File: config.mk
export PLATFORM = sky130hd
export DESIGN_NAME = stride_dma_seq
export DESIGN_NICKNAME = d
export VERILOG_FILES = /design/src/rtl/stride_pkg.sv /design/src/rtl/stride_reg.sv /design/src/rtl/stride_seq.sv /design/src/rtl/stride_dma_seq.sv
export SDC_FILE = /design/constraint.sdc
export NUM_CORES = 1
export LEC_CHECK = 0
export BUFFER_PORTS_ARGS = -buffer_cell sky130_fd_sc_hd__buf_2
export CORE_ASPECT_RATIO = 1.75
export CORE_UTILIZATION = 45
export DETAILED_ROUTE_END_ITERATION = 10
export GPL_ROUTABILITY_DRIVEN = 0
export PLACE_DENSITY = 0.74
export SLEW_MARGIN = 20
export SYNTH_ARGS = -nofsm -noshare
export SYNTH_HDL_FRONTEND = slang
export SYNTH_SLANG_ARGS = --single-unit
export TNS_END_PERCENT = 30
File: constraint.sdc
create_clock -name clk_i -period 3.4 [get_ports clk_i]
set_input_delay 0.17 -clock clk_i [delete_from_list [all_inputs] [get_ports clk_i]]
set_output_delay 0.17 -clock clk_i [all_outputs]
set_load 0.05 [all_outputs]
File: src/rtl/stride_pkg.sv
package stride_pkg;
  typedef enum logic [1:0] {ST_IDLE, ST_XFER, ST_SKIP} seq_st_e;
  localparam logic [1:0] MODE_LINEAR = 2'd0;
  localparam logic [1:0] MODE_STRIDE = 2'd2;
  localparam int QW_SHIFT = 4;
  localparam int FLD_W = 8;
  localparam int SKIP_LSB = 0;
  localparam int CHUNK_LSB = 16;
endpackage

File: src/rtl/stride_reg.sv
module stride_reg
  import stride_pkg::*;
#(
  parameter int REG_AW = 8,
  parameter logic [REG_AW-1:0] SLOT_ADDR = 8'h30
) (
  input  logic              clk_i,
  input  logic              rst_ni,
  input  logic              wr_i,
  input  logic [REG_AW-1:0] addr_i,
  input  logic [31:0]       wdata_i,
  output logic [31:0]       rdata_o,
  output logic [FLD_W-1:0]  skip_o,
  output logic [FLD_W-1:0]  chunk_o
);
  logic [FLD_W-1:0] skip_q, chunk_q;
  logic hit_word0, hit_slot;

  assign hit_slot  = addr_i[REG_AW-1:4] == SLOT_ADDR[REG_AW-1:4];
  assign hit_word0 = hit_slot && (addr_i[3:0] == 4'h0);

  always_ff @(posedge clk_i or negedge rst_ni) begin
    if (!rst_ni) begin
      skip_q  <= '0;
      chunk_q <= '0;
    end else if (wr_i && hit_word0) begin
      skip_q  <= wdata_i[SKIP_LSB +: FLD_W];
      chunk_q <= wdata_i[CHUNK_LSB +: FLD_W];
    end
  end

  always_comb begin
    rdata_o = '0;
    if (hit_word0) begin
      rdata_o[SKIP_LSB +: FLD_W]  = skip_q;
      rdata_o[CHUNK_LSB +: FLD_W] = chunk_q;
    end
  end

  assign skip_o  = skip_q;
  assign chunk_o = chunk_q;

  assert_write_fields_R2: assert property (@(posedge clk_i) disable iff (!rst_ni)
    (wr_i && hit_word0) |=> (skip_o == $past(wdata_i[SKIP_LSB +: FLD_W]))
                         && (chunk_o == $past(wdata_i[CHUNK_LSB +: FLD_W])));

  assert_upper_words_ignored_R3: assert property (@(posedge clk_i) disable iff (!rst_ni)
    (wr_i && hit_slot && addr_i[3:2] != 2'b00) |=> $stable({skip_o, chunk_o}));
endmodule

File: src/rtl/stride_seq.sv
module stride_seq
  import stride_pkg::*;
#(
  parameter int AW = 32,
  parameter int CW = 16
) (
  input  logic             clk_i,
  input  logic             rst_ni,
  input  logic             start_i,
  input  logic [1:0]       mode_i,
  input  logic [AW-1:0]    madr_i,
  input  logic [CW-1:0]    qwc_i,
  input  logic [FLD_W-1:0] skip_i,
  input  logic [FLD_W-1:0] chunk_i,
  input  logic             mem_rdy_i,
  output logic             mem_req_o,
  output logic [AW-1:0]    mem_addr_o,
  output logic             busy_o,
  output logic             done_o,
  output logic             err_o
);
  localparam logic [AW-1:0] QW_BYTES = AW'(1) << QW_SHIFT;

  seq_st_e          st_q;
  logic [AW-1:0]    addr_q;
  logic [CW-1:0]    rem_q;
  logic [FLD_W-1:0] cnt_q, chunk_q, skip_q;
  logic             strided_q, done_q, err_q;
  logic             accept, last_qw, chunk_end, strided_req;
  logic [AW-1:0]    skip_bytes;

  assign strided_req = (mode_i == MODE_STRIDE) && (skip_i != '0) && (chunk_i != '0);
  assign accept      = (st_q == ST_XFER) && mem_rdy_i;
  assign last_qw     = rem_q == CW'(1);
  assign chunk_end   = strided_q && ({1'b0, cnt_q} + 1'b1 == {1'b0, chunk_q});
  assign skip_bytes  = AW'(skip_q) << QW_SHIFT;

  always_ff @(posedge clk_i or negedge rst_ni) begin
    if (!rst_ni) begin
      st_q      <= ST_IDLE;
      addr_q    <= '0;
      rem_q     <= '0;
      cnt_q     <= '0;
      chunk_q   <= '0;
      skip_q    <= '0;
      strided_q <= 1'b0;
      done_q    <= 1'b0;
      err_q     <= 1'b0;
    end else begin
      done_q <= 1'b0;
      unique case (st_q)
        ST_IDLE: if (start_i) begin
          addr_q    <= madr_i;
          rem_q     <= qwc_i;
          cnt_q     <= '0;
          chunk_q   <= chunk_i;
          skip_q    <= skip_i;
          strided_q <= strided_req;
          if (qwc_i == '0) done_q <= 1'b1;
          else             st_q   <= ST_XFER;
        end
        ST_XFER: if (accept) begin
          addr_q <= addr_q + QW_BYTES;
          rem_q  <= rem_q - 1'b1;
          cnt_q  <= cnt_q + 1'b1;
          if (last_qw) begin
            st_q   <= ST_IDLE;
            done_q <= 1'b1;
            if (strided_q && !chunk_end) err_q <= 1'b1;
          end else if (chunk_end) begin
            st_q  <= ST_SKIP;
            cnt_q <= '0;
          end
        end
        ST_SKIP: begin
          addr_q <= addr_q + skip_bytes;
          st_q   <= ST_XFER;
        end
        default: st_q <= ST_IDLE;
      endcase
    end
  end

  assign mem_req_o  = st_q == ST_XFER;
  assign mem_addr_o = addr_q;
  assign busy_o     = st_q != ST_IDLE;
  assign done_o     = done_q;
  assign err_o      = err_q;

  assert_stall_hold_R7: assert property (@(posedge clk_i) disable iff (!rst_ni)
    (mem_req_o && !mem_rdy_i) |=> (mem_req_o && $stable(mem_addr_o)));

  assert_contig_step_R4: assert property (@(posedge clk_i) disable iff (!rst_ni)
    (mem_req_o && mem_rdy_i) |=> (!mem_req_o || mem_addr_o == $past(mem_addr_o) + QW_BYTES));

  assert_gap_single_R5: assert property (@(posedge clk_i) disable iff (!rst_ni)
    (busy_o && !mem_req_o) |=> mem_req_o);

  assert_done_pulse_R8: assert property (@(posedge clk_i) disable iff (!rst_ni)
    done_o |=> !done_o);

  assert_done_idle_R8: assert property (@(posedge clk_i) disable iff (!rst_ni)
    done_o |-> !busy_o);

  assert_req_needs_busy_R8: assert property (@(posedge clk_i) disable iff (!rst_ni)
    mem_req_o |-> busy_o);

  assert_err_sticky_R9: assert property (@(posedge clk_i) disable iff (!rst_ni)
    err_o |=> err_o);

  assert_start_ignored_R10: assert property (@(posedge clk_i) disable iff (!rst_ni)
    (busy_o && start_i && !mem_req_o) |=> busy_o);
endmodule

File: src/rtl/stride_dma_seq.sv
module stride_dma_seq
  import stride_pkg::*;
#(
  parameter int REG_AW = 8,
  parameter int AW = 32,
  parameter int CW = 16,
  parameter logic [REG_AW-1:0] SLOT_ADDR = 8'h30
) (
  input  logic              clk_i,
  input  logic              rst_ni,
  input  logic              reg_wr_i,
  input  logic [REG_AW-1:0] reg_addr_i,
  input  logic [31:0]       reg_wdata_i,
  output logic [31:0]       reg_rdata_o,
  input  logic [1:0]        ch_mode_i,
  input  logic              ch_start_i,
  input  logic [AW-1:0]     ch_madr_i,
  input  logic [CW-1:0]     ch_qwc_i,
  output logic              busy_o,
  output logic              done_o,
  output logic              err_o,
  output logic              mem_req_o,
  output logic [AW-1:0]     mem_addr_o,
  input  logic              mem_rdy_i
);
  logic [FLD_W-1:0] skip_w, chunk_w;

  stride_reg #(.REG_AW(REG_AW), .SLOT_ADDR(SLOT_ADDR)) u_reg (
    .clk_i   (clk_i),
    .rst_ni  (rst_ni),
    .wr_i    (reg_wr_i),
    .addr_i  (reg_addr_i),
    .wdata_i (reg_wdata_i),
    .rdata_o (reg_rdata_o),
    .skip_o  (skip_w),
    .chunk_o (chunk_w)
  );

  stride_seq #(.AW(AW), .CW(CW)) u_seq (
    .clk_i      (clk_i),
    .rst_ni     (rst_ni),
    .start_i    (ch_start_i),
    .mode_i     (ch_mode_i),
    .madr_i     (ch_madr_i),
    .qwc_i      (ch_qwc_i),
    .skip_i     (skip_w),
    .chunk_i    (chunk_w),
    .mem_rdy_i  (mem_rdy_i),
    .mem_req_o  (mem_req_o),
    .mem_addr_o (mem_addr_o),
    .busy_o     (busy_o),
    .done_o     (done_o),
    .err_o      (err_o)
  );
endmodule

* After elaboration in Yosys (flattened, before gate mapping)
Cells that the tools add are included.
** Word-level totals
- Bits in latches :: 0
- Word-level logic and storage cells :: 71
- RAM bits :: 0
- Register bits :: 93
- Bits of input ports :: 95
- Bits in read-only memories :: 0
- Output and inout bits :: 68
- Memories :: 0
** Cells by class
- Multipliers :: 0
- Equal/unequal tests :: 10
- Div/mod/pow operators :: 0
- Bitwise operators :: 0
- Reduce and logical (&&, ||, !) cells :: 21
- Order comparisons :: 0
- Muxes and demuxes :: 24
- $add $sub $neg :: 5
- Shift operators :: 0
** Operator list (number)
- case mux 32 bit (3 select lines) :: 1
- two-way mux 32 bit :: 2
- two-way mux 8 bit :: 6
- adder 32 x 12 -> 32 bit :: 1
- adder 32 x 5 -> 32 bit (second input constant) :: 1
- two-way mux 16 bit :: 2
- case mux 16 bit (2 select lines) :: 1
- equality test 16 x 1 -> 1 bit (second input constant) :: 1
- zero test 16 bit :: 1
- case mux 8 bit (2 select lines) :: 1
- nonzero test 8 bit :: 2
- subtractor 16 x 1 -> 16 bit (second input constant) :: 1
- two-way mux 2 bit :: 5
- adder 8 x 1 -> 9 bit (second input constant) :: 1
- equality test 9 x 8 -> 1 bit :: 1
- adder 8 x 1 -> 8 bit (second input constant) :: 1
- AND reduction 4 bit :: 2
- logical AND 1 bit :: 7
- case mux 2 bit (3 select lines) :: 1
- AND reduction 3 bit :: 2
- equality test 2 bit (second input constant) :: 2
- equality test 4 x 2 -> 1 bit (second input constant) :: 1
- zero test 4 bit :: 1
- two-way mux 1 bit :: 4
- 10 further kinds :: 12

* Longest topological paths before layout
- Word-level depth :: 7
- Gate-level depth with buffers :: 13
- Depth with buffers taken out :: 13

* Cells and area by module
From an unflattened synthesis, not the netlist that was laid out.
** Second synthesis, totals
- Cell total of the unflattened synthesis :: 619
- Area, all modules :: 5754.3 µm²
** Modules (own cells, without submodules)
- stride_seq :: seq. area each 1926.8 µm², times used 1, cells an instance 545, area an instance 4835.9 µm²
- stride_reg :: seq. area each 400.4 µm², times used 1, cells an instance 74, area an instance 918.4 µm²

* Worst setup path before layout
No wires, ideal clock.
- Path type :: reg-to-reg
- Start point :: register u_seq.st_q[0]
- End point :: register u_seq.addr_q[24], in the netlist u_seq.mem_addr_o[24]
- Buffers on the path :: 0
- Stages on the path, launching flop included :: 14
- Required time :: 3330 ps
- Data arrival time :: 2800 ps
- Setup time :: 70 ps
- Slack :: 530 ps
- Period minus slack after synthesis :: 2870 ps
- Cells stage by stage :: dfrtp_1 > inv_1 > ha_1 > nand2b_1 > ha_1 > inv_1 > fa_1 > and2b_1 > o211ai_1 > a21boi_2 > o211ai_2 > and2_0 > or4_1 > nand3_1
** Between the ends
- Longest elaborated chain between the ends :: 4
- Elaborated cells on any way between the ends :: 9
- Those cells by class :: eq/ne: 4; mux: 1; reduce/logical: 4
** Ends and longest elaborated chain
- from (decl) :: line stride_seq.sv:24 : seq_st_e st_q;
- from (signal assigned) :: line stride_seq.sv:40 : st_q <= ST_IDLE;
- from (signal assigned) :: line stride_seq.sv:60 : else st_q <= ST_XFER;
- from (signal assigned) :: line stride_seq.sv:67 : st_q <= ST_IDLE;
- equality test 2 x 1 -> 1 bit :: line stride_seq.sv:33, stride_seq.sv:51
- logical AND 1 bit :: line stride_seq.sv:33 : assign accept = (st_q == ST_XFER) && mem_rdy_i;
- inequality test 2 x 1 -> 1 bit (no source line)
- AND reduction 3 bit (no source line)
- to (signal assigned) :: line stride_seq.sv:53 : addr_q <= madr_i;
- to (signal assigned) :: line stride_seq.sv:63 : addr_q <= addr_q + QW_BYTES;
- to (signal assigned) :: line stride_seq.sv:76 : addr_q <= addr_q + skip_bytes;
- to (decl) :: line stride_seq.sv:25 : logic [AW-1:0] addr_q;
Several ways; a longest one is shown, not always the timed one.
A chain may end at the register's enable or synchronous reset.

* Worst setup path in the final report
Ends and elaborated chain as after synthesis.

==> tab_implementation.tex <==
\begin{tabular}{lr}
\hline
Metric & Value \\
\hline
\multicolumn{2}{l}{\textbf{Outcome}} \\
\quad Result of the run & finished clean \\
\multicolumn{2}{l}{\textbf{Worst hold path}} \\
\quad Worst hold path class & input pin to flip-flop \\
\multicolumn{2}{l}{\textbf{Route}} \\
\quad Remaining antenna violation count & 0 \\
\quad Via density per instance & 5.57 \\
\quad Mean routed wirelength per cell & 15.2 um \\
\quad Total iterations of the first detailed-routing run & 5 \\
\quad Number of DRC markers in iteration 0 & 192 \\
\quad Total DRC errors in the routed layout & 0 \\
\quad Total vias in the final route & 5,068 \\
\quad Total length of routed wires & 13,900 um \\
\multicolumn{2}{l}{\textbf{Global routing}} \\
\quad Vias in the first global route & 4,766 \\
\quad Initial antenna violation count & 0 \\
\quad Aggregate global routing overflow & 0 \\
\quad Overall track demand over capacity in global routing & 21.8\% \\
\quad Largest net degree at the start of global routing & 54 \\
\quad Wire length of the first global-routing pass & 22,600 um \\
\multicolumn{2}{l}{\textbf{Die}} \\
\quad Area of the die & 13,100 um\^{}2 \\
\quad Die width & 87.1 um \\
\quad Starting density of the core & 45.9\% \\
\quad Number of placed I/O pins & 163 \\
\quad Area inside the core boundary & 12,400 um\^{}2 \\
\quad Number of placement rows & 54 \\
\quad Height of the chip & 151 um \\
\multicolumn{2}{l}{\textbf{Timing}} \\
\quad Max-slew violation count & 0 \\
\quad Post-route fraction of the period consumed by the critical path & 92.9\% \\
\quad Actual slew at the worst max-slew pin & 0.733 ns \\
\quad Count of final hold-check violations & 0 \\
\quad Max\_slew headroom & 51.0\% \\
\quad \# setup viols final & 0 \\
\quad Setup Total Neg Slack & 0 ns \\
\quad Post-route minimum period & 3.16 ns \\
\quad Fmax & 0.317 GHz \\
\quad Clock skew after layout & 0.0109 ns \\
\quad RSZ-0062 raised after global routing & false \\
\quad Final hold slack & 0.0381 ns \\
\quad Final worst-path setup slack & 0.242 ns \\
\multicolumn{2}{l}{\textbf{Placement}} \\
\quad IO buf count & 130 \\
\quad Total half-perimeter wirelength after legalization and detailed placement & 10,300 um \\
\quad Count of placed standard cells including taps & 893 \\
\quad Dpl ws & 0.268 ns \\
\multicolumn{2}{l}{\textbf{Setup path}} \\
\quad Critical setup path kind & flip-flop to flip-flop \\
\quad Worst EP arrival & 3.43 ns \\
\quad CP Launch Type & flip-flop \\
\quad Capturing element type of the critical path & flip-flop \\
\quad CP Max Fanout & 6 \\
\quad Critical path data required time & 3.67 ns \\
\multicolumn{2}{l}{\textbf{Clock network}} \\
\quad Clock tree buffer depth & 2 \\
\quad \# H-tree levels & 3 \\
\quad Root buffer cell & sky130\_fd\_sc\_hd\_\_clkbuf\_16 \\
\quad Post-cts repair resize count & 0 \\
\quad Total number of clock tree sinks & 93 \\
\quad Clock insertion delay at the later pin of the skew report & 0.34 ns \\
\quad Clock transition at the registers of the reported paths & 0.07 ns \\
\quad CTS tree & done \\
\quad Inserted Clock Buffers & 9 \\
\multicolumn{2}{l}{\textbf{Pwr}} \\
\quad Power per cell area & 842 nW/um\^{}2 \\
\quad Largest voltage drop on the vdd net & 0.318 mV \\
\quad Static leakage & 0.00323 uW \\
\multicolumn{2}{l}{\textbf{Yosys}} \\
\quad Count of different cell masters after synthesis & 66 \\
\quad Predominant post-synthesis flop cell & sky130\_fd\_sc\_hd\_\_dfrtp\_1 \\
\quad Number of enable-type register cells in the synthesized netlist & 0 \\
\quad Mean instance size in the synthesized netlist & 9.26 um\^{}2 \\
\quad Largest area contributor in the synthesized netlist & sky130\_fd\_sc\_hd\_\_dfrtp\_1 \\
\quad Synth top area cells & sky130\_fd\_sc\_hd\_\_dfrtp\_1 41\%, sky130\_fd\_sc\_hd\_\_mux2\_2 6.3\%, sky130\_fd\_sc\_hd\_\_a21oi\_1 4.0\% \\
\quad Cells after synthesis & 616 \\
\quad Cell types with the highest counts after synthesis & 93 x sky130\_fd\_sc\_hd\_\_dfrtp\_1, 60 x sky130\_fd\_sc\_hd\_\_nand2\_1, 46 x sky130\_fd\_sc\_hd\_\_a21oi\_1 \\
\quad Cell Area, Synth & 5700 um\^{}2 \\
\quad Synth warnings & 0 \\
\quad Sequential share of the synthesized area & 40.8\% \\
\quad Seq cells post-synth & 93 \\
\quad Top-area cell type share of the netlist area & 40.8\% \\
\quad Asr flop ratio synth & 100\% \\
\quad Library cell with the highest instance count after synthesis & sky130\_fd\_sc\_hd\_\_dfrtp\_1 \\
\multicolumn{2}{l}{\textbf{Finish}} \\
\quad Share of post-route cells with drive strength above 1 & 28.4\% \\
\quad End-of-flow core utilization & 54.1\% \\
\quad Area added between synthesis and finish & 18.0\% \\
\quad Final cell count without fillers & 910 \\
\quad ANT cells & 0 \\
\quad \# nets final & 849 \\
\multicolumn{2}{l}{\textbf{Run}} \\
\quad \# Max-Cap Violations & 0 \\
\hline
\end{tabular}
## layout make-up
type | count | area, um^2
Clock buffer | 11 | 243
Clock inverter | 5 | 33.8
Fill cell | 1165 | 5710
Inverter | 17 | 63.8
Multi-Input combinational cell | 476 | 3120
Sequential cell | 93 | 2330
Tap cell | 168 | 210
Timing Repair Buffer | 140 | 731
## layout by cell type, fill, tap and decap left out, types with 5 or more instances in the layout
cell and instances:
sky130_fd_sc_hd__nor4_1 10, sky130_fd_sc_hd__nand2_1 60, sky130_fd_sc_hd__conb_1 16, sky130_fd_sc_hd__a21o_1 8, sky130_fd_sc_hd__clkbuf_16 9, sky130_fd_sc_hd__o21ai_0 39
sky130_fd_sc_hd__mux2i_1 11, sky130_fd_sc_hd__nor3_1 21, sky130_fd_sc_hd__and3_1 6, sky130_fd_sc_hd__nand4_1 5, sky130_fd_sc_hd__nor2b_1 6, sky130_fd_sc_hd__o22ai_1 30
sky130_fd_sc_hd__buf_4 10, sky130_fd_sc_hd__xnor2_1 7, sky130_fd_sc_hd__dfrtp_1 93, sky130_fd_sc_hd__ha_1 16, sky130_fd_sc_hd__inv_1 16, sky130_fd_sc_hd__nand3_1 26
sky130_fd_sc_hd__mux2_2 32, sky130_fd_sc_hd__nor2_1 28, sky130_fd_sc_hd__buf_2 129, sky130_fd_sc_hd__and2_1 23, sky130_fd_sc_hd__a21oi_1 46
## per-layer routing
metal | track usage (%) | part of all wire (%) | up-vias
met4 | 8.69 | 2.2 | 0
met3 | 4.03 | 5.4 | 24
met1 | 25.3 | 39 | 2421
li1 | - | - | 2459
met2 | 39.2 | 53 | 164
met5 | 0 | 0 | -
## power by group
group / internal [uW] / switching (uW)
registers: 1460 / 426
clock network: 516 / 437
logic: 912 / 1910
## per-stage QoR
stage / instance area, um^2 / total power [uW]
after floorplan: 5760 / 4030
after global placement: 6440 / 4620
after detailed placement: 6440 / 4730
after CTS: 6730 / 5690
after global routing: 6730 / 6060
final: 6730 / 5670
## path summary, 6_finish.rpt
| path | start | end | slack, ns | cells past startpoint |
|---|---|---|---|---|
| worst max-delay path | u_seq.st_q[0] | u_seq.mem_addr_o[24] | 0.24 | 13 |
| worst min-delay path | reg_wdata_i[19] | u_reg.chunk_o[3] | 0.04 | 2 |
| worst max register to register | u_seq.st_q[0] | u_seq.mem_addr_o[24] | 0.24 | 13 |
| worst min register to register | u_seq.err_o | u_seq.err_o | 0.48 | 1 |
| max in group asynchronous | rst_ni | u_seq.st_q[1] | 2.37 | 3 |
| min in group asynchronous | rst_ni | u_seq.rem_q[11] | 0.17 | 2 |
## flip-flops by register name, summed over array words and instances (netlist names)
register and flops:
u_seq.mem_addr_o 32, u_seq.rem_q 16, u_reg.chunk_o 8, u_reg.skip_o 8
u_seq.chunk_q 8, u_seq.cnt_q 8, u_seq.skip_q 8, u_seq.st_q 2
u_seq.done_o 1, u_seq.err_o 1, u_seq.strided_q 1
## what timing repair did
| action | CTS | global route |
|---|---|---|
| hold buffers | 1 | 0 |
| setup buffers | 0 | 0 |
| endpoints found under the hold margin | 40 | 0 |
## worst max-delay path: stages, from the launching register on
cell	delay (ns)
sky130_fd_sc_hd__dfrtp_1	0.38
sky130_fd_sc_hd__inv_1	0.10
sky130_fd_sc_hd__ha_1	0.26
sky130_fd_sc_hd__nand2b_1	0.09
sky130_fd_sc_hd__ha_1	0.16
sky130_fd_sc_hd__inv_1	0.06
sky130_fd_sc_hd__fa_1	0.36
sky130_fd_sc_hd__and2b_1	0.25
sky130_fd_sc_hd__o211ai_1	0.10
sky130_fd_sc_hd__a21boi_2	0.23
sky130_fd_sc_hd__o211ai_2	0.17
sky130_fd_sc_hd__and2_0	0.30
sky130_fd_sc_hd__or4_1	0.54
sky130_fd_sc_hd__nand3_1	0.09
## cells by family after synthesis
family / share of synthesized area, %
compound gates: 17.8
simple gates: 21.6
xor+xnor: 1.69
mux: 8.65
other cells: 0.0658
flops: 40.8
fa+ha+maj: 3.86
buf+inv: 5.53
No activity file was read; power rests on OpenSTA's default activity.
